--- config.mk ---
export PLATFORM = sky130hd
export DESIGN_NAME = psx_master
export DESIGN_NICKNAME = d
export VERILOG_FILES = /design/src/rtl/psx_pkg.sv /design/src/rtl/psx_divider.sv /design/src/rtl/psx_initiator.sv /design/src/rtl/psx_shifter.sv /design/src/rtl/psx_master.sv
export SDC_FILE = /design/constraint.sdc
export NUM_CORES = 1
export LEC_CHECK = 0
export ABC_AREA = 1
export BUFFER_PORTS_ARGS = -buffer_cell sky130_fd_sc_hd__clkbuf_2
export CORE_UTILIZATION = 55
export DETAILED_ROUTE_END_ITERATION = 7
export GPL_TIMING_DRIVEN = 0
export PLACE_DENSITY = 0.83
export REMOVE_ABC_BUFFERS = 1
export SLEW_MARGIN = 20
export SYNTH_ARGS = -nofsm -noshare
export SYNTH_HDL_FRONTEND = slang
export SYNTH_SLANG_ARGS = --single-unit
export TNS_END_PERCENT = 20
--- constraint.sdc ---
create_clock -name clk -period 6.9 [get_ports clk]
set_input_delay 1.035 -clock clk [delete_from_list [all_inputs] [get_ports clk]]
set_output_delay 1.035 -clock clk [all_outputs]
set_load 0.005 [all_outputs]
--- src/rtl/psx_pkg.sv ---
package psx_pkg;
  typedef enum logic [1:0] {
    START_FREE   = 2'b00,
    START_CHANGE = 2'b01,
    START_TRIG   = 2'b10,
    START_BOTH   = 2'b11
  } start_mode_e;

  typedef enum logic [1:0] {
    PH_IDLE  = 2'b00,
    PH_LOW   = 2'b01,
    PH_HIGH  = 2'b10,
    PH_TRAIL = 2'b11
  } phase_e;

  localparam logic [1:0] LINK_SERIAL = 2'b01;
endpackage

--- src/rtl/psx_divider.sv ---
module psx_divider #(
  parameter int DIV_W = 8
) (
  input  logic             clk,
  input  logic             rst,
  input  logic             restart,
  input  logic             run,
  input  logic [DIV_W-1:0] half_in,
  output logic             tick
);
  logic [DIV_W-1:0] half_q;
  logic [DIV_W-1:0] cnt;

  assign tick = run && (cnt == half_q - DIV_W'(1));

  always_ff @(posedge clk) begin
    if (rst) begin
      cnt    <= '0;
      half_q <= DIV_W'(1);
    end else if (restart) begin
      cnt    <= '0;
      half_q <= (half_in == '0) ? DIV_W'(1) : half_in;
    end else if (run) begin
      cnt <= tick ? '0 : cnt + DIV_W'(1);
    end
  end
endmodule

--- src/rtl/psx_initiator.sv ---
module psx_initiator
  import psx_pkg::*;
#(
  parameter int DATA_W = 16,
  parameter int LEN_W  = 5
) (
  input  logic              clk,
  input  logic              rst,
  input  logic              enable,
  input  logic [1:0]        mode,
  input  logic              trig,
  input  logic              idle,
  input  logic [DATA_W-1:0] par_in,
  input  logic [LEN_W-1:0]  len,
  output logic              launch
);
  localparam logic [DATA_W:0] ONE = DATA_W'(1) + (DATA_W+1)'(0);

  logic              trig_q;
  logic              pend;
  logic [DATA_W-1:0] last_sent;
  logic [DATA_W:0]   mask_full;
  logic [DATA_W-1:0] mask;
  logic              changed;
  logic              trig_rise;
  logic              trig_mode;
  logic              want;

  assign mask_full = (ONE << len) - ONE;
  assign mask      = mask_full[DATA_W-1:0];
  assign changed   = ((par_in ^ last_sent) & mask) != '0;
  assign trig_rise = trig && !trig_q;
  assign trig_mode = (mode == START_TRIG) || (mode == START_BOTH);

  always_comb begin
    unique case (start_mode_e'(mode))
      START_FREE:   want = 1'b1;
      START_CHANGE: want = changed;
      START_TRIG:   want = pend;
      START_BOTH:   want = pend && changed;
      default:      want = 1'b0;
    endcase
  end

  assign launch = enable && idle && want;

  always_ff @(posedge clk) begin
    if (rst) begin
      trig_q    <= 1'b0;
      pend      <= 1'b0;
      last_sent <= '0;
    end else begin
      trig_q <= trig;
      if (!enable || !trig_mode) pend <= 1'b0;
      else if (trig_rise)        pend <= 1'b1;
      else if (idle)             pend <= 1'b0;
      if (launch) last_sent <= par_in & mask;
    end
  end
endmodule

--- src/rtl/psx_shifter.sv ---
module psx_shifter
  import psx_pkg::*;
#(
  parameter int DATA_W = 16,
  parameter int LEN_W  = 5
) (
  input  logic              clk,
  input  logic              rst,
  input  logic              launch,
  input  logic              tick,
  input  logic [DATA_W-1:0] par_in,
  input  logic [LEN_W-1:0]  len,
  input  logic              miso,
  output logic              sck,
  output logic              cs_n,
  output logic              mosi,
  output logic [DATA_W-1:0] rx_word,
  output logic              done,
  output logic              idle
);
  phase_e            phase;
  logic [DATA_W-1:0] tx_sr;
  logic [DATA_W-1:0] rx_sr;
  logic [LEN_W-1:0]  bits_left;
  logic [DATA_W-1:0] tx_load;

  assign tx_load = par_in << (LEN_W'(DATA_W) - len);
  assign mosi    = tx_sr[DATA_W-1];
  assign idle    = (phase == PH_IDLE);

  always_ff @(posedge clk) begin
    if (rst) begin
      phase     <= PH_IDLE;
      tx_sr     <= '0;
      rx_sr     <= '0;
      bits_left <= '0;
      sck       <= 1'b0;
      cs_n      <= 1'b1;
      rx_word   <= '0;
      done      <= 1'b0;
    end else begin
      done <= 1'b0;
      unique case (phase)
        PH_IDLE: begin
          if (launch) begin
            tx_sr     <= tx_load;
            rx_sr     <= '0;
            bits_left <= len;
            cs_n      <= 1'b0;
            phase     <= PH_LOW;
          end
        end
        PH_LOW: begin
          if (tick) begin
            sck       <= 1'b1;
            rx_sr     <= {rx_sr[DATA_W-2:0], miso};
            bits_left <= bits_left - LEN_W'(1);
            phase     <= PH_HIGH;
          end
        end
        PH_HIGH: begin
          if (tick) begin
            sck <= 1'b0;
            if (bits_left == '0) begin
              tx_sr <= '0;
              phase <= PH_TRAIL;
            end else begin
              tx_sr <= tx_sr << 1;
              phase <= PH_LOW;
            end
          end
        end
        PH_TRAIL: begin
          if (tick) begin
            cs_n    <= 1'b1;
            rx_word <= rx_sr;
            done    <= 1'b1;
            phase   <= PH_IDLE;
          end
        end
        default: phase <= PH_IDLE;
      endcase
    end
  end
endmodule

--- src/rtl/psx_master.sv ---
module psx_master
  import psx_pkg::*;
#(
  parameter int DATA_W  = 16,
  parameter int DIV_W   = 8,
  parameter int MIN_LEN = 4,
  parameter int LEN_W   = $clog2(DATA_W + 1)
) (
  input  logic              clk,
  input  logic              rst,
  input  logic [1:0]        link_cfg,
  input  logic [1:0]        start_mode,
  input  logic [LEN_W-1:0]  frame_len,
  input  logic [DIV_W-1:0]  half_div,
  input  logic [DATA_W-1:0] par_in,
  input  logic              trig,
  input  logic              miso,
  output logic              sck,
  output logic              cs_n,
  output logic              mosi,
  output logic [DATA_W-1:0] par_out,
  output logic              done
);
  localparam logic [LEN_W-1:0] LEN_LO = LEN_W'(MIN_LEN);
  localparam logic [LEN_W-1:0] LEN_HI = LEN_W'(DATA_W);

  logic [LEN_W-1:0] len_eff;
  logic             launch;
  logic             tick;
  logic             idle;
  logic             enable;

  assign enable  = (link_cfg == LINK_SERIAL);
  assign len_eff = (frame_len < LEN_LO) ? LEN_LO :
                   (frame_len > LEN_HI) ? LEN_HI : frame_len;

  psx_initiator #(.DATA_W(DATA_W), .LEN_W(LEN_W)) u_init (
    .clk    (clk),
    .rst    (rst),
    .enable (enable),
    .mode   (start_mode),
    .trig   (trig),
    .idle   (idle),
    .par_in (par_in),
    .len    (len_eff),
    .launch (launch)
  );

  psx_divider #(.DIV_W(DIV_W)) u_div (
    .clk     (clk),
    .rst     (rst),
    .restart (launch),
    .run     (!idle),
    .half_in (half_div),
    .tick    (tick)
  );

  psx_shifter #(.DATA_W(DATA_W), .LEN_W(LEN_W)) u_shift (
    .clk     (clk),
    .rst     (rst),
    .launch  (launch),
    .tick    (tick),
    .par_in  (par_in),
    .len     (len_eff),
    .miso    (miso),
    .sck     (sck),
    .cs_n    (cs_n),
    .mosi    (mosi),
    .rx_word (par_out),
    .done    (done),
    .idle    (idle)
  );
endmodule

Word-level counts from Yosys, hierarchy flattened
Cells that the tools add are included.

storage, ports and cells
  flip-flop bits (word level) = 92
  input port bits = 37
  word-level logic and storage cells = 97
  output and inout port bits = 20

operators by class
  eq/ne operators = 12
  muxes and demuxes = 29
  order comparisons = 2
  reduce and logical (&&, ||, !) cells = 30
  add/subtract/negate cells = 5
  bitwise gates (word level) = 4
  shift-type cells = 2

operator list
  operator                                                                count
  16-bit two-way mux                                                      5
  16-bit one-hot mux with 2 select lines                                  2
  16-bit AND                                                              2
  5-bit two-way mux                                                       4
  8-bit two-way mux                                                       2
  16-bit nonzero test                                                     1
  1-bit by 5-bit << shifter with 16-bit output (first input constant)     1
  16-bit by 5-bit << shifter with 16-bit output                           1
  16-bit by 1-bit subtractor with 16-bit output (second input constant)   1
  16-bit bitwise XOR                                                      1
  3-bit AND reduction                                                     4
  2-bit two-way mux                                                       5
  5-bit one-hot mux with 2 select lines                                   1
  2-bit nonzero test                                                      5
  8-bit by 1-bit adder with 8-bit output (second input constant)          1
  2-bit equality test (second input constant)                             4
  8-bit equality test                                                     1
  8-bit zero test                                                         1
  2-bit != test (second input constant)                                   4
  2-bit one-hot mux with 4 select lines                                   1
  8-bit by 1-bit subtractor with 8-bit output (second input constant)     1
  2-bit by 1-bit equality test with 1-bit output (second input constant)  3
  1-bit two-way mux                                                       6
  2-bit OR reduction                                                      3
  other kinds (14)                                                        24

Depth between registers and ports, before layout
  depth after elaboration = 12
  gate-level depth with buffers = 30

Cells and area by module
Synthesis repeated with hierarchy kept, for this count alone.

second synthesis, totals
  cells, all modules = 863
  area total of the unflattened synthesis = 5559.1 um^2

modules (own cells, without submodules)
  module         instances  cells an instance  area an instance (um^2)  seq. area each (um^2)
  psx_shifter    1          440                3031.7                   1161.1
  psx_initiator  1          260                1530.2                   360.3
  psx_divider    1          149                943.4                    320.3
  psx_master     1          14                 53.8                     0.0

Least setup slack after synthesis
No wires, ideal clock.

  path kind = input port to flip-flop
  from = input port frame_len[3]
  to = register u_shift.bits_left[2]
  stages = 28
  setup time = 0.116 ns
  setup slack = 2.936 ns
  data required time = 6.784 ns
  data arrival time = 3.848 ns
  cells stage by stage = buf_6 > nor2_8 > nand2_1 > nand3_1 > buf_2 > buf_2 > ha_1 > ha_1 > nand2_1 > ha_1 > inv_1 > nand3_1 > nand2_1 > inv_1 > nand2_1 > nor2_1 > nand2_1 > nor2_1 > nand2_1 > nor2_1 > nand2_1 > nand2_4 > nand2_4 > nand2_4 > inv_4 > buf_4 > nor2_1 > nor2_1

between the ends
  cells in the longest elaborated chain, start to end = 12
  elaborated cells between the ends (all ways) = 15
  those cells by class = add/sub: 1; order compare: 2; eq/ne: 1; shift: 1; mux: 5; bitwise: 1; reduce/logical: 4

RTL lines
  element                                        line                 text
  start, declared                                psx_master.sv:13     input logic [LEN_W-1:0] frame_len,
  5-bit > comparator                             psx_master.sv:35     (frame_len > LEN_HI) ? LEN_HI : frame_len;
  5-bit two-way mux                              psx_master.sv:35
  5-bit two-way mux (*)                          psx_master.sv:34     assign len_eff = (frame_len < LEN_LO) ? LEN_LO :
  1-bit by 5-bit << shifter with 16-bit output   psx_initiator.sv:29  assign mask_full = (ONE << len) - ONE;
  16-bit by 1-bit subtractor with 16-bit output  psx_initiator.sv:29
  16-bit AND                                     psx_initiator.sv:31  assign changed = ((par_in ^ last_sent) & mask) != '0;
  16-bit nonzero test                            psx_initiator.sv:31
  1-bit logical AND                              psx_initiator.sv:40  START_BOTH: want = pend && changed;
  1-bit one-hot mux with 4 select lines          psx_initiator.sv:36  unique case (start_mode_e'(mode))
  1-bit logical AND                              psx_initiator.sv:45  assign launch = enable && idle && want;
  2-bit != test (no source line)                 -
  3-bit AND reduction (no source line)           -
  end signal, assigned                           psx_shifter.sv:48    bits_left <= len;
  end signal, assigned                           psx_shifter.sv:57    bits_left <= bits_left - LEN_W'(1);
  end, declared                                  psx_shifter.sv:24    logic [LEN_W-1:0] bits_left;

Mark *: on every way between the ends. The rest lies on a longest branch, timed or not. The select of a mux whose other input is x is not followed.
A chain may end at the register's enable or synchronous reset.

Worst setup path after layout
  from = input port frame_len[3]
  to = register u_init.last_sent[0]

between the ends
  cells in the longest elaborated chain, start to end = 10
  elaborated cells between the ends (all ways) = 12
  those cells by class = add/sub: 1; order compare: 2; shift: 1; mux: 3; bitwise: 2; reduce/logical: 3

RTL lines
  element                                            line                 text
  5-bit > comparator                                 psx_master.sv:35
  5-bit two-way mux                                  psx_master.sv:35
  5-bit two-way mux (*)                              psx_master.sv:34
  1-bit by 5-bit << shifter with 16-bit output (*)   psx_initiator.sv:29
  16-bit by 1-bit subtractor with 16-bit output (*)  psx_initiator.sv:29
  16-bit AND                                         psx_initiator.sv:31
  16-bit nonzero test                                psx_initiator.sv:31
  1-bit logical AND                                  psx_initiator.sv:40
  1-bit one-hot mux with 4 select lines              psx_initiator.sv:36
  1-bit logical AND                                  psx_initiator.sv:45
  end signal, assigned                               psx_initiator.sv:57  if (launch) last_sent <= par_in & mask;
  end, declared                                      psx_initiator.sv:21  logic [DATA_W-1:0] last_sent;

Mark *: on every way between the ends. The rest lies on a longest branch, timed or not.

==> summary.md <==
| Metric | Value |
|---|---|
| CP most frequent cell | nand2_1 |
| Kind of critical path | in2reg |
| RSZ-0062 raised after global routing | false |
| Final HPWL DP | 9549 µm |
| Worst-margin pin slew | 1.048 ns |
| Diodes inserted | 0 |
| Layout fillers | 996 |
| Clk slew on worst S/H paths | 0.10 ns |
| WP depth | 21 |
| Clock root buffer | clkbuf_8 |
| Max capacitance violation total | 0 |
| Area Overhead vs Synth | 8.869% |
| Final setup viols | 0 |
| Avg Inst Size Synth | 6.291 µm² |
| Startpoint Class | input port |
| Yosys cell types | 41 |
| Register-to-Register Setup Slack | 4.00 ns |
| CP required | 7.19 ns |
| Fraction of the yosys area taken by sequential cells | 32.97% |
| Synth warn | 0 |
| Final instance area | 0.006082 mm² |
| CP Launch Point | frame_len[3] |
| CTS H-tree depth | 3 |
| RR Startpoint | u_shift.phase[1] |
| PortBufs | 56 |
| Fin crit period | 5.369 ns |
| Flops & latches, synth | 92 |
| Wire per inst | 12.53 µm |
| Worst reg2reg endpoint | u_shift.rx_word[14] |
| Fin Clk Skew | 0.01550 ns |
| Worst path slowest cell | nor2_1 |
| Layout Nets | 972 |
| Initial core utilization | 56.89% |
| WL final | 13270 µm |
| Status | complete, no violations |
| Hold_buf cts | 0 |
| Vias | 5544 |
| CP Capture Type | flop |
| Pwr Density | 271.7 mW/mm² |
| Die X-Extent | 102.8 µm |
| Clk buf depth | 2 |
| Worst skew pair latency | 0.38 ns |
| Gr usage total | 26.37% |
| First-pass GRT wire length | 21780 µm |
| Layout cell share with drive strength beyond 1 | 11.02% |
| P_leak | 2.951 nW |
| Worst Hold Class | reg2reg |
| Ports | 57 |
| DRT iter0 DRCs | 341 |
| Area post-placement | 0.005868 mm² |
| Post-CTS Setup Bufs | 0 |
| VDD IR-drop max | 0.2028 mV |
| Row Count | 36 |
| Via density per instance | 5.235 |
| Vias in the first global route | 4717 |
| Crit path buf inv count | 1 |
| Crit path DAT | 5.66 ns |
| Period utilization | 77.81% |
| Max Clk Rate | 186.3 MHz |
| Largest net degree at the start of global routing | 37 |
| Kind of cell adding the most delay to the critical path | simple AND/OR/NAND/NOR gates |
| Remaining Overflow, GRT | 0 |
| Fin Setup TNS | 0 ns |
| DIE AREA | 0.01056 mm² |
| Number of CTS-inserted buffers | 9 |
| Final ANT Viol Nets | 0 |
| CTS tree | done |
| Crit path cell chain | clkbuf_2 -> nor2_1 -> nand2_1 -> nand2_1 -> nand3_1 -> ha_1 -> ha_1 -> nand2_1 -> ha_1 -> nand2_1 -> nor2_2 -> nand2_1 -> nand2_1 -> nand3_1 -> nand2_1 -> nor2_1 -> nand2_1 -> nand2_4 -> nor2_1 -> nand2_1 -> o22ai_1 |
| Register area | 0.001842 mm² |
| GP Congestion | 0.9464 |
| Drt drc | 0 |
| CP max FO | 31 |
| Cell Area, Synth | 0.005587 mm² |
| Antenna violations before repair | 0 |
| Final slew viol count | 0 |
| Drt first pass iters | 5 |
| Final hold viol count | 0 |
| CTS Sinks | 92 |
| Die Y | 102.8 µm |
| CP peak stage delay | 0.84 ns |
| Multi-input logic area | 0.003244 mm² |
| Max-slew headroom at the worst pin | 29.87% |
| CP endpoint | u_init.last_sent[0] |
| Core ar. | 0.009819 mm² |
| Post-Syn Instances | 888 |
| Reg2Reg Depth | 12 |
| Post-cts resize count | 0 |
## placed cells by master (no fill, tap or decap), types with 2 or more instances in the layout
cell | Yosys | final
o22ai_1 | 8 | 8
clkbuf_2 | 0 | 56
inv_2 | 5 | 6
xor2_1 | 18 | 18
nor2_1 | 153 | 153
nand2_4 | 3 | 3
nand2_1 | 250 | 250
a21oi_1 | 19 | 19
dfxtp_1 | 92 | 92
o31ai_1 | 2 | 2
nor4_1 | 3 | 3
nand2_2 | 3 | 3
ha_1 | 14 | 14
or2_2 | 3 | 3
nor3b_1 | 2 | 2
o21ai_1 | 9 | 9
nand3_1 | 75 | 75
nor3_1 | 10 | 10
nand4_1 | 9 | 9
xnor2_1 | 5 | 5
o21ai_0 | 70 | 70
o211ai_1 | 6 | 6
nor2_2 | 3 | 3
inv_4 | 3 | 3
clkbuf_8 | 0 | 10
nand3_2 | 2 | 2
inv_6 | 0 | 3
inv_1 | 72 | 71
clkinv_1 | 2 | 2
nor2_4 | 2 | 2
## per-layer routing
layer | up-vias | global-route usage, % | wire length [µm]
met5 | - | 0 | 0
met4 | 0 | 8.559 | 230
met3 | 21 | 5.288 | 718
met2 | 134 | 44.10 | 6133
met1 | 2486 | 34.10 | 6188
li1 | 2903 | - | -
## sequential cells by signal (all words and copies together) (netlist names), 2 cells and up
register,flops
u_shift.rx_word,16
u_div.cnt,8
u_shift.rx_sr,16
u_shift.bits_left,5
u_init.last_sent,16
u_shift.tx_sr,16
u_shift.phase,2
u_div.half_q,8
## Yosys cell counts (all sizes together)
cell	instances	area (µm²)
o31ai	2	15.01
a22o	1	8.760
ha	14	175.2
a211oi	1	7.510
inv	80	307.8
dfxtp	92	1842
nor4	3	18.77
nor2	159	635.6
xnor2	5	43.79
o211ai	6	45.04
o22ai	8	50.05
a31oi	1	6.260
nand3b	1	7.510
nand4	10	77.57
or2	4	25.03
a21oi	20	111.4
o21ai	80	404.1
nand3	77	395.4
conb	1	3.750
nor3b	2	15.01
nor3	10	50.05
clkbuf	16	60.06
clkinv	2	7.510
nand2	256	990.9
xor2	18	157.7
buf	19	125.1
## worst reg2reg max path, delay by kind of cell, from the launching register on
family | cells | cell delay [ns]
AOI/OAI and AO/OA | 2 | 0.34
adders and majority gates | 1 | 0.34
buffers and inverters | 3 | 0.56
DFF | 1 | 0.44
and+or+nand+nor | 6 | 1.13
## cell type report
class	count	area share [%]
Clock buffer	10	2.263
Tap cell	133	2.736
Inverter	82	5.184
Timing Repair Buffer	57	4.937
Multi-Input combinational cell	679	53.34
Clock inverter	6	1.255
Sequential cell	92	30.28
## report_power, final
group | internal (mW) | total (mW) | switching (mW)
Combinational | 0.194 | 0.600 | 0.406
Sequential | 0.605 | 0.652 | 0.0465
Clock | 0.185 | 0.400 | 0.216
Total | 0.984 | 1.65 | 0.668
## stage by stage
| stage | util, % | hold WS, ns | setup WS [ns] | power, mW | instances |
|---|---|---|---|---|---|
| 2_1_floorplan | - | 0.4414 | 2.693 | 1.112 | 853 |
| 3_3_place_gp | 59.56 | 0.4426 | 1.264 | 1.243 | 1042 |
| 3_5_place_dp | 59.76 | 0.4542 | 1.207 | 1.256 | 1043 |
| 4_1_cts | 61.94 | 0.4771 | 1.609 | 1.660 | 1059 |
| 5_1_grt | 61.94 | 0.4926 | 1.052 | 1.786 | 1059 |
| 6_report | 61.94 | 0.4728 | 1.531 | 1.652 | 1059 |
## worst min-delay path by stage
stage	start	to	cells after the start
4_1_cts	u_shift.rx_sr[0]	u_shift.rx_sr[0]	2
6_report	u_shift.cs_n	u_shift.cs_n	2
2_1_floorplan	u_shift.rx_sr[0]	u_shift.rx_sr[0]	2
5_1_grt	u_shift.rx_sr[0]	u_shift.rx_sr[0]	2
3_5_place_dp	u_shift.cs_n	u_shift.cs_n	2
3_3_place_gp	u_shift.cs_n	u_shift.cs_n	2
## cells by family after synthesis
kind of cell	synth area share, %
other	0.06712
flip-flops	32.97
XOR/XNOR	3.606
AO/OA/AOI/OAI	11.60
AND/OR/NAND/NOR	39.66
buffers and inverters	8.959
adder cells (fa/ha/maj)	3.136
No activity file was read; power rests on OpenSTA's default activity.
